**config.mk**
```make
export PLATFORM = sky130hd
export DESIGN_NAME = twiddle_mul
export DESIGN_NICKNAME = d
export VERILOG_FILES = /design/src/rtl/twmul_pkg.sv /design/src/rtl/twd_rom.sv /design/src/rtl/twd_addr_gen.sv /design/src/rtl/cmul_round.sv /design/src/rtl/twiddle_mul.sv
export SDC_FILE = /design/constraint.sdc
export NUM_CORES = 2
export LEC_CHECK = 0
export ABC_AREA = 1
export BUFFER_PORTS_ARGS = -buffer_cell sky130_fd_sc_hd__buf_4
export CORE_AREA = 5 5 245 247
export CTS_CLUSTER_SIZE = 16
export DETAILED_ROUTE_END_ITERATION = 10
export DIE_AREA = 0 0 250 252
export GPL_ROUTABILITY_DRIVEN = 1
export HOLD_SLACK_MARGIN = 0.05
export MAX_ROUTING_LAYER = met4
export PLACE_DENSITY = 0.88
export SYNTH_ARGS = -nofsm -noshare
export SYNTH_HDL_FRONTEND = slang
export SYNTH_SLANG_ARGS = --single-unit
```
**constraint.sdc**
```tcl
create_clock -name clk -period 8.2 [get_ports clk]
set_input_delay 1.64 -clock clk [delete_from_list [all_inputs] [get_ports clk]]
set_output_delay 1.64 -clock clk [all_outputs]
set_load 0.02 [all_outputs]
```
**src/rtl/twmul_pkg.sv**
```systemverilog
package twmul_pkg;

    typedef enum logic {
        STEP_FULL = 1'b0,
        STEP_HALF = 1'b1
    } step_mode_e;

    // exponent of the rotation stored at table entry a (radix-2^2 stage pattern)
    function automatic int twd_exp(input int a, input int aw);
        int quarter;
        int rem;
        int mult;
        quarter = a >> (aw - 2);
        rem     = a & ((1 << (aw - 2)) - 1);
        case (quarter)
            0:       mult = 0;
            1:       mult = 2;
            2:       mult = 1;
            default: mult = 3;
        endcase
        return rem * mult;
    endfunction

    // one component of the stored twiddle: cos for real, -sin for imaginary
    function automatic int twd_part(input int a, input int aw, input int tw, input bit imag);
        real ang;
        real val;
        real scale;
        scale = real'(1 << (tw - 2));
        ang   = 6.283185307179586 * real'(twd_exp(a, aw)) / real'(1 << aw);
        val   = imag ? -$sin(ang) : $cos(ang);
        return $rtoi($floor(val * scale + 0.5));
    endfunction

endpackage

```
**src/rtl/twd_rom.sv**
```systemverilog
module twd_rom #(
    parameter int AW = 6,
    parameter int TW = 11
) (
    input  logic            clk,
    input  logic [AW-1:0]   addr,
    output logic [2*TW-1:0] rdata
);
    localparam int DEPTH = 1 << AW;

    logic [2*TW-1:0] table_w [DEPTH];
    logic [2*TW-1:0] rdata_q;

    for (genvar i = 0; i < DEPTH; i++) begin : g_entry
        localparam int PART_RE = twmul_pkg::twd_part(i, AW, TW, 1'b0);
        localparam int PART_IM = twmul_pkg::twd_part(i, AW, TW, 1'b1);
        assign table_w[i] = {PART_RE[TW-1:0], PART_IM[TW-1:0]};
    end

    always_ff @(posedge clk) begin
        rdata_q <= table_w[addr];
    end

    assign rdata = rdata_q;
endmodule

```
**src/rtl/twd_addr_gen.sv**
```systemverilog
module twd_addr_gen #(
    parameter int AW = 6
) (
    input  logic          clk,
    input  logic          rst_n,
    input  logic          mode_half,
    input  logic          in_valid,
    output logic [AW-1:0] rd_addr
);
    import twmul_pkg::*;

    typedef struct packed {
        logic [AW-1:0] addr;
        step_mode_e    mode;
    } ag_t;

    ag_t st_d, st_q;
    logic [AW-1:0] base;
    logic [AW-1:0] step;
    step_mode_e    mode_in;

    always_comb begin
        mode_in = step_mode_e'(mode_half);
        step    = (mode_in == STEP_HALF) ? AW'(2) : AW'(1);
        base    = (mode_in != st_q.mode) ? '0 : st_q.addr;
        st_d      = st_q;
        st_d.mode = mode_in;
        st_d.addr = in_valid ? base + step : base;
    end

    always_ff @(posedge clk or negedge rst_n) begin
        if (!rst_n) begin
            st_q.addr <= '0;
            st_q.mode <= STEP_FULL;
        end else begin
            st_q <= st_d;
        end
    end

    assign rd_addr = base;
endmodule

```
**src/rtl/cmul_round.sv**
```systemverilog
module cmul_round #(
    parameter int DW = 16,
    parameter int TW = 11
) (
    input  logic signed [DW-1:0] x_re,
    input  logic signed [DW-1:0] x_im,
    input  logic signed [TW-1:0] w_re,
    input  logic signed [TW-1:0] w_im,
    output logic signed [DW-1:0] y_re,
    output logic signed [DW-1:0] y_im
);
    localparam int PW = DW + TW + 1;
    localparam int SH = TW - 2;
    localparam logic signed [PW-1:0] RND  = PW'(1) <<< (SH - 1);
    localparam logic signed [PW-1:0] MAXV = PW'((1 << (DW - 1)) - 1);
    localparam logic signed [PW-1:0] MINV = -(PW'(1) <<< (DW - 1));

    logic signed [PW-1:0] p_re, p_im, s_re, s_im;

    function automatic logic signed [DW-1:0] clip(input logic signed [PW-1:0] v);
        if (v > MAXV)      return MAXV[DW-1:0];
        else if (v < MINV) return MINV[DW-1:0];
        else               return v[DW-1:0];
    endfunction

    always_comb begin
        p_re = PW'(x_re) * PW'(w_re) - PW'(x_im) * PW'(w_im);
        p_im = PW'(x_re) * PW'(w_im) + PW'(x_im) * PW'(w_re);
        s_re = (p_re + RND) >>> SH;
        s_im = (p_im + RND) >>> SH;
        y_re = clip(s_re);
        y_im = clip(s_im);
    end
endmodule

```
**src/rtl/twiddle_mul.sv**
```systemverilog
module twiddle_mul #(
    parameter int DW = 16,
    parameter int TW = 11,
    parameter int AW = 6
) (
    input  logic          clk,
    input  logic          rst_n,
    input  logic          mode_half,
    input  logic          in_valid,
    input  logic [DW-1:0] in_re,
    input  logic [DW-1:0] in_im,
    output logic          out_valid,
    output logic [DW-1:0] out_re,
    output logic [DW-1:0] out_im
);
    typedef struct packed {
        logic          dv;
        logic [DW-1:0] dre;
        logic [DW-1:0] dim;
        logic          ov;
        logic [DW-1:0] ore;
        logic [DW-1:0] oim;
    } pipe_t;

    pipe_t st_d, st_q;
    logic [AW-1:0]   rom_addr;
    logic [2*TW-1:0] rom_word;
    logic [DW-1:0]   prod_re, prod_im;

    twd_addr_gen #(.AW(AW)) u_addr (
        .clk       (clk),
        .rst_n     (rst_n),
        .mode_half (mode_half),
        .in_valid  (in_valid),
        .rd_addr   (rom_addr)
    );

    twd_rom #(.AW(AW), .TW(TW)) u_rom (
        .clk   (clk),
        .addr  (rom_addr),
        .rdata (rom_word)
    );

    cmul_round #(.DW(DW), .TW(TW)) u_mul (
        .x_re (st_q.dre),
        .x_im (st_q.dim),
        .w_re (rom_word[2*TW-1:TW]),
        .w_im (rom_word[TW-1:0]),
        .y_re (prod_re),
        .y_im (prod_im)
    );

    always_comb begin
        st_d    = st_q;
        st_d.dv = in_valid;
        if (in_valid) begin
            st_d.dre = in_re;
            st_d.dim = in_im;
        end
        st_d.ov = st_q.dv;
        if (st_q.dv) begin
            st_d.ore = prod_re;
            st_d.oim = prod_im;
        end
    end

    always_ff @(posedge clk or negedge rst_n) begin
        if (!rst_n) begin
            st_q <= '0;
        end else begin
            st_q <= st_d;
        end
    end

    assign out_valid = st_q.ov;
    assign out_re    = st_q.ore;
    assign out_im    = st_q.oim;
endmodule

```
==> parameters.txt <==
Parameter                              Value

Timing
  Setup-violating endpoint count in the final report    0
  Final Max Slew Viols    0
  Aggregate negative setup slack    0 ns
  Final hold violation count    0
  Post-layout min period    7.77 ns
  Slew @ Worst Pin    0.876 ns
  Setup repair after global routing missed its margin    false
  Worst Setup Slack, final    0.432 ns
  Worst rel slew slack    41.6%
  Fraction of the cycle the final worst path needs    94.7%
  Worst-case clock skew    0.0263 ns
  Max Clock Freq    129 MHz

Place
  Half-perimeter wire length of the detailed placement result    76.4 mm
  Placed insts    5277
  Place WS    0.0744 ns
  Number of port buffers    68
  Routability congestion estimate    0.982

Pwr
  Maximum vdd ir drop    0.122 mV
  Standby leakage power    0.0210 µW
  Power density relative to cell area    57.0 nW/µm²
  Final Total Pwr    2070 µW

Worst setup path
  Slowest Stage Delay on Critical Path    0.73 ns
  Worst path slowest cell    sky130_fd_sc_hd__dfrtp_1
  Critical path data required time    8.49 ns
  Startpoint kind of the worst setup timing path    flip-flop
  Worst setup EP type    flip-flop
  Largest fanout of any net on the critical path    15
  Type of the worst setup path    reg -> reg
  Most used cell, CP    sky130_fd_sc_hd__nand2_1
  Data arrival time of the worst path    8.06 ns

Synthesis
  Total of warnings raised by yosys    0
  Predominant post-synthesis flop cell    sky130_fd_sc_hd__dfrtp_1
  Leading area contributor after synthesis    sky130_fd_sc_hd__fa_1
  Post-synth EDFFs    0
  Share of the synthesized area in the top cell type    37.6%
  Library cell with the highest instance count after synthesis    sky130_fd_sc_hd__inv_1
  Synth Cell Area    34600 µm²
  Synthesized flop and latch total    94
  Synth top area cells    sky130_fd_sc_hd__fa_1 (38%), sky130_fd_sc_hd__inv_1 (13%), sky130_fd_sc_hd__ha_1 (12%)
  Post-Syn Area per Cell    7.62 µm²
  Count of distinct cell types in the synthesized netlist    55
  Share of the yosys chip area belonging to registers    6.49%
  Net count after synthesis    5574
  Async SR Flop Fraction    77.7%
  Top cells by count, synth    sky130_fd_sc_hd__inv_1 (1195), sky130_fd_sc_hd__nand2_1 (1132), sky130_fd_sc_hd__fa_1 (650), sky130_fd_sc_hd__ha_1 (340), sky130_fd_sc_hd__nor2_1 (202)
  Post-synthesis instance total    4548

CTS
  Hold bufs inserted after CTS    0
  CTS tree    built
  Clock root buffer    sky130_fd_sc_hd__clkbuf_16
  Total CTS buffers    9
  Clock Pin Slew Worst Setup and Hold Paths    0.08 ns
  CTS sink count    94
  CTS H-tree lvls    3
  Clk Latency, worst-skew pair    0.43 ns
  Bufs on Longest Clock Path    2

Routing
  Average vias per placed instance    5.48
  Vias    29000
  Average routed wire per standard cell    17.3 µm
  Antenna Violating Nets Remaining    0
  DRC errors left    0
  Final Routed Wirelength    91.5 mm
  DRT Pass-1 Iters    9
  Initial DRC count    2449

Die
  Area of the placeable core    57400 µm²
  Die Width    250 µm
  Top-level port count    69
  Vertical extent of the die    252 µm
  Die Area    63000 µm²
  Effective utilization at floorplan    60.4%
  Standard-cell rows    88

GRT
  Wire length of the first global-routing pass    154 mm
  Antenna violations before repair    1
  Overall global routing resource usage    30.8%
  GRT Residual Overflow    0
  Largest net degree at the start of global routing    50
  Number of global-route vias before repair    31200

Cells and area
  Area taken by flip-flops and latches    2260 µm²
  Fraction of final layout cells sized beyond drive strength 1    5.74%
  Area of the multi-input gates    27000 µm²
  Finished Core Util    63.2%
  Final Instance Count excl. Fillers    5294
  Filler Cell Count    4731
  Area added between synthesis and finish    4.66%
  Number of nets in the layout    5549

Min path
  Hold/Removal Path Class    reg -> reg

Flow run
  Max Cap Viol    0

Run status
  Outcome    complete, no violations
[layer usage]
layer  part of all wire (%)  wire length [µm]  vias up  track usage, %
met2                     47             43200     1471            50.4
met1                     37             34300    13900            37.2
met4                    6.2              5650        0            14.5
li1                       -                 -    13200               -
met5                      0                 0        -               -
met3                    9.1              8350      352            5.58
[path summary, 6_finish.rpt]
check | from | to | slack [ns] | cells past startpoint
min in group asynchronous | rst_n | out_im[8] | 1.20 | 1
max | st_q[40] | out_im[12] | 0.43 | 32
max in group asynchronous | rst_n | out_re[1] | 5.95 | 2
min | out_im[10] | out_im[10] | 0.48 | 2
max reg2reg | st_q[40] | out_im[12] | 0.43 | 32
min reg2reg | out_im[10] | out_im[10] | 0.48 | 2
[flip-flops by register name, indices dropped and copies added (netlist names)]
register,flops
st_q,32
u_rom.rdata,21
out_im,16
out_re,16
u_addr.st_q,7
out_valid,1
st_d,1
[through the flow]
| step | instance area [µm²] | hold WS (ns) |
|---|---|---|
| after floorplan | 34600 | 0.450 |
| after global placement | 35900 | 0.464 |
| after detailed placement | 35900 | 0.466 |
| after CTS | 36200 | 0.487 |
| after global routing | 36300 | 0.511 |
| final | 36300 | 0.479 |
[timing repair]
action,CTS,global route
setup endpoints to repair,0,31
setup buffers,0,0
resized for setup,0,8
[kinds of logic (layout without fill, tap and decap cells)]
family	after synthesis	in the layout	share of synthesized area, %
buffers and inverters	1397	1377	15.6
adders and majority gates	990	990	49.8
xor gates and xnor gates	145	145	3.67
other	0	1	0
muxes	22	22	0.715
and+or+nand+nor	1505	1505	17.3
DFF	94	94	6.49
AOI/OAI and AO/OA	395	395	6.42
[where the power goes]
part	total, µW	switching (µW)	internal, µW	leakage [µW]
clock network	504	259	245	0.000154
registers	626	103	523	0.00103
logic	937	604	333	0.0198
[area by class of cell]
class,instances,share of cell area [%]
multi-input cells,3057,74.5
inverters,1208,12.5
flip-flops and latches,94,6.22
repair buffers,153,3.31
well taps,765,2.64
clock buffers,9,0.621
clock inverters,7,0.242
diodes,1,0.00690
[cell usage in the layout (no fill, tap or decap), types with 20 or more instances in the layout]
cell type	synthesis	layout
sky130_fd_sc_hd__xnor2_1	62	62
sky130_fd_sc_hd__o21ai_0	120	120
sky130_fd_sc_hd__buf_4	33	149
sky130_fd_sc_hd__nand2_1	1132	1132
sky130_fd_sc_hd__nor3_1	20	20
sky130_fd_sc_hd__nand3_1	83	83
sky130_fd_sc_hd__fa_1	650	650
sky130_fd_sc_hd__xor2_1	83	83
sky130_fd_sc_hd__inv_1	1195	1195
sky130_fd_sc_hd__nor2_1	202	202
sky130_fd_sc_hd__a21oi_1	174	174
sky130_fd_sc_hd__mux2_2	22	22
sky130_fd_sc_hd__dfrtp_1	73	70
sky130_fd_sc_hd__ha_1	340	340
sky130_fd_sc_hd__nand2_2	23	22
[worst max-delay path, delay by kind of cell, from the launching register on]
family,cells,cell delay (ns)
XOR/XNOR,1,0.41
AO/OA/AOI/OAI,9,1.51
AND/OR/NAND/NOR,10,1.01
buffers and inverters,4,0.43
adder cells (fa/ha/maj),8,3.55
flip-flops,1,0.73
No activity file was read; power rests on OpenSTA's default activity.
